$ cat config.mk
export PLATFORM = sky130hd
export DESIGN_NAME = sar_diff_ctrl
export DESIGN_NICKNAME = d
export VERILOG_FILES = /design/src/rtl/sar_diff_pkg.sv /design/src/rtl/sar_diff_seq.sv /design/src/rtl/sar_diff_code.sv /design/src/rtl/sar_diff_arms.sv /design/src/rtl/sar_diff_ctrl.sv
export SDC_FILE = /design/constraint.sdc
export NUM_CORES = 1
export LEC_CHECK = 0
export ABC_AREA = 1
export BUFFER_PORTS_ARGS = -buffer_cell sky130_fd_sc_hd__clkbuf_2
export CAP_MARGIN = 30
export CORE_MARGIN = 2
export CORE_UTILIZATION = 54
export CTS_CLUSTER_DIAMETER = 40
export DETAILED_ROUTE_END_ITERATION = 10
export PLACE_DENSITY = 0.85
export SETUP_SLACK_MARGIN = 0.3
export SLEW_MARGIN = 20
export SYNTH_ARGS = -nofsm -noshare
export SYNTH_HDL_FRONTEND = slang
export SYNTH_SLANG_ARGS = --single-unit
$ cat constraint.sdc
create_clock -name clk -period 3.6 [get_ports clk]
set_input_delay 0.72 -clock clk [delete_from_list [all_inputs] [get_ports clk]]
set_output_delay 0.72 -clock clk [all_outputs]
set_load 0.1 [all_outputs]
$ cat src/rtl/sar_diff_pkg.sv
package sar_diff_pkg;

   typedef enum logic [1:0] {
      ARM_IN = 2'b00,
      ARM_VP = 2'b01,
      ARM_VN = 2'b10
   } arm_sel_e;

   typedef enum logic [1:0] {
      PH_IDLE   = 2'b00,
      PH_SAMPLE = 2'b01,
      PH_TRIAL  = 2'b10
   } phase_e;

endpackage

$ cat src/rtl/sar_diff_seq.sv
module sar_diff_seq
   import sar_diff_pkg::*;
#(
   parameter int NBITS = 10,
   parameter int PW    = $clog2(NBITS)
) (
   input  logic          clk,
   input  logic          rst,
   input  logic          start,
   output logic          in_sample,
   output logic          in_trial,
   output logic [PW-1:0] ptr,
   output logic          last_trial,
   output logic          done
);

   localparam logic [PW-1:0] TOP_BIT = PW'(NBITS - 1);

   phase_e phase;

   assign in_sample  = (phase == PH_SAMPLE);
   assign in_trial   = (phase == PH_TRIAL);
   assign last_trial = in_trial && (ptr == '0);

   always_ff @(posedge clk) begin
      if (rst) begin
         phase <= PH_IDLE;
         ptr   <= '0;
         done  <= 1'b0;
      end else begin
         done <= last_trial;
         unique case (phase)
            PH_IDLE: begin
               if (start) phase <= PH_SAMPLE;
            end
            PH_SAMPLE: begin
               phase <= PH_TRIAL;
               ptr   <= TOP_BIT;
            end
            PH_TRIAL: begin
               if (ptr == '0) phase <= PH_IDLE;
               else           ptr   <= ptr - 1'b1;
            end
            default: phase <= PH_IDLE;
         endcase
      end
   end

   a_r3_one_sample_cycle: assert property (@(posedge clk) disable iff (rst)
      in_sample |=> (in_trial && ptr == TOP_BIT));

   a_r5_pointer_steps_down: assert property (@(posedge clk) disable iff (rst)
      (in_trial && !last_trial) |=> (in_trial && ptr == $past(ptr) - 1'b1));

   a_r10_no_restart_midway: assert property (@(posedge clk) disable iff (rst)
      (in_trial && start) |=> !in_sample);

   a_r9_done_single: assert property (@(posedge clk) disable iff (rst)
      done |=> !done);

endmodule

$ cat src/rtl/sar_diff_code.sv
module sar_diff_code #(
   parameter int NBITS = 10,
   parameter int PW    = $clog2(NBITS)
) (
   input  logic             clk,
   input  logic             rst,
   input  logic             in_sample,
   input  logic             in_trial,
   input  logic             last_trial,
   input  logic [PW-1:0]    ptr,
   input  logic             cmp,
   output logic [NBITS-1:0] code,
   output logic [NBITS-1:0] result
);

   localparam logic [NBITS-1:0] HALF_SCALE = {1'b1, {(NBITS-1){1'b0}}};

   logic [NBITS-1:0] code_nxt;

   always_comb begin
      code_nxt = code;
      if (in_sample) begin
         code_nxt = HALF_SCALE;
      end else if (in_trial) begin
         code_nxt[ptr] = cmp;
         if (ptr != '0) code_nxt[ptr - 1'b1] = 1'b1;
      end
   end

   always_ff @(posedge clk) begin
      if (rst) begin
         code   <= '0;
         result <= '0;
      end else begin
         code <= code_nxt;
         if (last_trial) result <= code_nxt;
      end
   end

   a_r4_half_scale_first: assert property (@(posedge clk) disable iff (rst)
      in_sample |=> (code == HALF_SCALE));

   a_r5_keep_on_one: assert property (@(posedge clk) disable iff (rst)
      (in_trial && cmp) |=> code[$past(ptr)]);

   a_r9_result_held: assert property (@(posedge clk) disable iff (rst)
      !last_trial |=> $stable(result));

endmodule

$ cat src/rtl/sar_diff_arms.sv
module sar_diff_arms
   import sar_diff_pkg::*;
#(
   parameter int NBITS = 10,
   parameter int SW    = 2 * NBITS
) (
   input  logic             clk,
   input  logic             rst,
   input  logic             hold_input,
   input  logic [NBITS-1:0] code,
   output logic [SW-1:0]    sel_p,
   output logic [SW-1:0]    sel_n
);

   for (genvar i = 0; i < NBITS; i++) begin : g_cap
      arm_sel_e p_sel, n_sel;

      always_comb begin
         if (hold_input) begin
            p_sel = ARM_IN;
            n_sel = ARM_IN;
         end else if (code[i]) begin
            p_sel = ARM_VP;
            n_sel = ARM_VN;
         end else begin
            p_sel = ARM_VN;
            n_sel = ARM_VP;
         end
      end

      assign sel_p[2*i +: 2] = p_sel;
      assign sel_n[2*i +: 2] = n_sel;

      a_r8_no_code3: assert property (@(posedge clk) disable iff (rst)
         (sel_p[2*i +: 2] != 2'b11) && (sel_n[2*i +: 2] != 2'b11));

      a_r7_pair_opposed: assert property (@(posedge clk) disable iff (rst)
         (sel_p[2*i +: 2] != 2'b00) |-> (sel_n[2*i +: 2] == ~sel_p[2*i +: 2]));
   end

endmodule

$ cat src/rtl/sar_diff_ctrl.sv
module sar_diff_ctrl #(
   parameter int NBITS = 10,
   parameter int PW    = $clog2(NBITS),
   parameter int SW    = 2 * NBITS
) (
   input  logic             clk,
   input  logic             rst,
   input  logic             start,
   input  logic             cmp,
   output logic [SW-1:0]    sel_p,
   output logic [SW-1:0]    sel_n,
   output logic [NBITS-1:0] result,
   output logic             done
);

   if (NBITS < 2) begin : g_bad_width
      $error("sar_diff_ctrl: NBITS must be at least 2");
   end
   if (SW != 2 * NBITS) begin : g_bad_sw
      $error("sar_diff_ctrl: SW must equal 2*NBITS");
   end
   if ((1 << PW) < NBITS) begin : g_bad_pw
      $error("sar_diff_ctrl: PW too narrow for NBITS");
   end

   logic             in_sample;
   logic             in_trial;
   logic             last_trial;
   logic [PW-1:0]    ptr;
   logic [NBITS-1:0] code;

   sar_diff_seq #(.NBITS(NBITS), .PW(PW)) u_seq (
      .clk        (clk),
      .rst        (rst),
      .start      (start),
      .in_sample  (in_sample),
      .in_trial   (in_trial),
      .ptr        (ptr),
      .last_trial (last_trial),
      .done       (done)
   );

   sar_diff_code #(.NBITS(NBITS), .PW(PW)) u_code (
      .clk        (clk),
      .rst        (rst),
      .in_sample  (in_sample),
      .in_trial   (in_trial),
      .last_trial (last_trial),
      .ptr        (ptr),
      .cmp        (cmp),
      .code       (code),
      .result     (result)
   );

   sar_diff_arms #(.NBITS(NBITS), .SW(SW)) u_arms (
      .clk        (clk),
      .rst        (rst),
      .hold_input (!in_trial),
      .code       (code),
      .sel_p      (sel_p),
      .sel_n      (sel_n)
   );

   a_r2_input_outside_trials: assert property (@(posedge clk) disable iff (rst)
      !in_trial |-> (sel_p == '0 && sel_n == '0));

endmodule

==> impl_results.md <==
* Ant diodes at 0
* H-tree levels at 1
* Worst-skew pair later-pin latency at 0.32 ns
* Reg-to-Reg Start: u_seq.phase[1]$_SDFFE_PP0P_
* Slew margin rel. at 60.7%
* CTS Sinks at 27
* Clk slew on worst S/H paths at 0.15 ns
* Max Root-Sink Buffers at 2
* Crit Path Category: reg -> out
* RD Place Congestion at 0.939
* RSZ-0062 raised after global routing: no
* DRT Wirelength at 3.68 mm
* Yosys top cell area share at 33.3%
* DIE HEIGHT at 58.9 um
* CP Max Fanout at 20
* Final Critical Period at 2.84 ns
* DR WL/cell at 12.4 um
* Via count at 1553
* Clk root buf: clkbuf_4
* Layout cells sized above 1 at 29.3%
* Clock Skew at 0.00270 ns
* Failing checks: DRC
* First-pass GRT wire length at 5.85 mm
* Max-Cap Viols at 0
* Synthesized area at 0.00163 mm2
* Hold_sp: u_code.result[8]$_SDFFE_PP0P_
* Dominant cells by area after synthesis: dfxtp_1, buf_4, nor2_1
* Syn Nets at 247
* I/O pins at 55
* Worst Hold Depth at 2
* Synth Register Bits at 27
* Fin worst setup slack at 0.757 ns
* Starting density of the core at 57.9%
* Hold path endpoint: u_code.result[8]$_SDFFE_PP0P_
* Hold_buf cts at 0
* Final Non-Filler Cells at 297
* Post-synth top area cell: dfxtp_1
* Req. time, crit path at 2.88 ns
* Flop2flop setup slack at 1.78 ns
* Sw frac at 45.9%
* Reg2Reg Depth at 8
* Die area at 0.00346 mm2
* Worst-margin pin slew at 0.588 ns
* Nets at 279
* HP Class: reg -> reg
* PortBufs at 54
* P_sw at 343 uW
* Syn Area/Cell at 6.92 um2
* Pleak at 0.000863 uW
* Antenna viol nets, final at 0
* Power density over cell area at 416 mW/mm2
* Cell count after placement at 293
* Worst R2R End: u_code.code[0]$_SDFF_PP0_
* Post-DP Area at 0.00177 mm2
* Synth cell types at 26
* Final hold slack at 0.535 ns
* Row count at 19
* Number of global-route vias before repair at 1271
* Area of the core at 0.00281 mm2
* Final cell area excluding filler cells at 0.00180 mm2
* Detail Placement HPWL at 2.76 mm
* Status: finished, violations left
* Power share of the clock group at 18.1%
* CP endpoint kind: output pin
* CTS buffer count at 3
* Achievable frequency at 0.352 GHz
* Filler instances at 273
* Final Slew Violations at 0
* VDD IR-drop max at 319 uV
* Drt first pass iters at 8
* Sequential share of power at 44.3%
* # setup viols final at 0
* Post-CTS Setup Inserts at 0
* Grt ovf at 0
* CTS tree: yes
* Gr usage total at 21.7%
* Internal at 404 uW
* Drt via density at 5.23
* Area grow syn2layout at 10.5%
* Gate power share at 37.7%
* Initial antenna violation count at 0
* DRC viols at 5
* Post-Syn Instances at 235
* Sequential-to-total area share from yosys stat at 33.3%
* DR iter-0 viols at 72
* Setup crit start kind: flop
* Post-cts resize count at 0
* Setup tns final at 0 ns
* CP Data Arrival Time at 2.12 ns
* Final period utilization at 79.0%
* Pin count of the biggest net entering global routing at 21
* Final Hold Viols at 0
* Die Wd at 58.9 um
* Setup WS pre-CTS at 1.16 ns
* Synth warn at 0
state kept, by name (all words and copies together), names as in the netlist:
register,count
u_code.code,10
u_code.result,10
u_seq.ptr,4
u_seq.phase,2
u_seq.done,1
worst max-delay path by stage:
stage          slack, ns         to  depth (start not counted)                         from
6_report            0.76  sel_p[18]                          7  u_seq.phase[1]$_SDFFE_PP0P_
5_1_grt             0.57  sel_p[18]                          7  u_seq.phase[1]$_SDFFE_PP0P_
4_1_cts             0.77  sel_p[18]                          7  u_seq.phase[1]$_SDFFE_PP0P_
3_5_place_dp        1.16  sel_p[18]                          7  u_seq.phase[1]$_SDFFE_PP0P_
3_3_place_gp        1.23  sel_p[15]                          7  u_seq.phase[1]$_SDFFE_PP0P_
2_1_floorplan       0.12   sel_p[0]                          7  u_seq.phase[1]$_SDFFE_PP0P_
area by class of cell:
type,instances,area [um2],share of cell area [%]
timing repair buffer,56,285,15.9
inverter,27,101,5.64
clock buffer,4,26.3,1.46
tap,31,38.8,2.16
sequential,27,541,30.1
multi-input combinational,152,803,44.7
critical path, stage by stage (launching register included):
cell	delay (ns)
dfxtp_1	0.36
inv_1	0.06
nor2_1	0.09
buf_4	0.20
inv_1	0.18
buf_4	0.28
nor2_1	0.15
clkbuf_2	0.48
Yosys cell counts:
master	count
o21ai_1	1
a21boi_0	1
nand2_4	1
nand4_1	4
nand2_2	1
buf_6	2
xor2_1	1
nor2_1	38
nor2_2	2
a21oi_1	27
clkinv_1	1
clkbuf_2	1
o21ai_0	24
nand3_1	12
o31ai_1	1
clkbuf_1	2
inv_2	2
ha_1	8
buf_2	4
nor3_1	2
nor2_4	2
buf_4	20
dfxtp_1	27
nand2_1	26
or2_2	1
inv_1	24
placed cells by master, fill, tap and decap left out:
cell type and instances:
o21ai_0 24, nand2_1 26, buf_4 2, nand2_2 1, o21ai_1 1, nor2_4 2, a21boi_0 1, clkbuf_2 54
nor2_2 12, clkbuf_1 1, nor2_1 28, a21oi_1 27, clkbuf_4 3, ha_1 8, clkinv_1 1, o31ai_1 1
dfxtp_1 27, inv_1 24, nand2_4 1, or2_2 1, nand3_1 12, nand4_1 4, nor3_1 2, xor2_1 1
inv_2 2
through the flow:
step | util (%) | power [uW]
2_1_floorplan | - | 589
3_3_place_gp | 63.1 | 616
3_5_place_dp | 63.1 | 617
4_1_cts | 64.0 | 749
5_1_grt | 64.0 | 780
6_report | 64.0 | 748
cell families after synthesis:
kind of cell	after synthesis	synth area share, %
and+or+nand+nor	89	24.2
buffers and inverters	56	18.9
AOI/OAI and AO/OA	54	16.9
DFF	27	33.3
adders and majority gates	8	6.16
xor gates and xnor gates	1	0.539
layer usage:
| metal | global-route usage (%) | up-vias | wire length, um |
|---|---|---|---|
| li1 | - | 801 | - |
| met1 | 30.8 | 677 | 1700 |
| met2 | 34.9 | 73 | 1670 |
| met3 | 3.08 | 2 | 299 |
| met4 | 4.87 | 0 | 10 |
| met5 | 0 | - | 0 |
power groups by stage:
| stage | Clock (uW) | Combinational (uW) | Sequential (uW) |
|---|---|---|---|
| after global routing | 148 | 298 | 333 |
| after CTS | 138 | 281 | 331 |
| after detailed placement | 0 | 280 | 337 |
| final | 135 | 282 | 331 |
| after global placement | 0 | 279 | 337 |
| after floorplan | 0 | 207 | 382 |
Note: power is estimated with default switching activity, not from simulation.
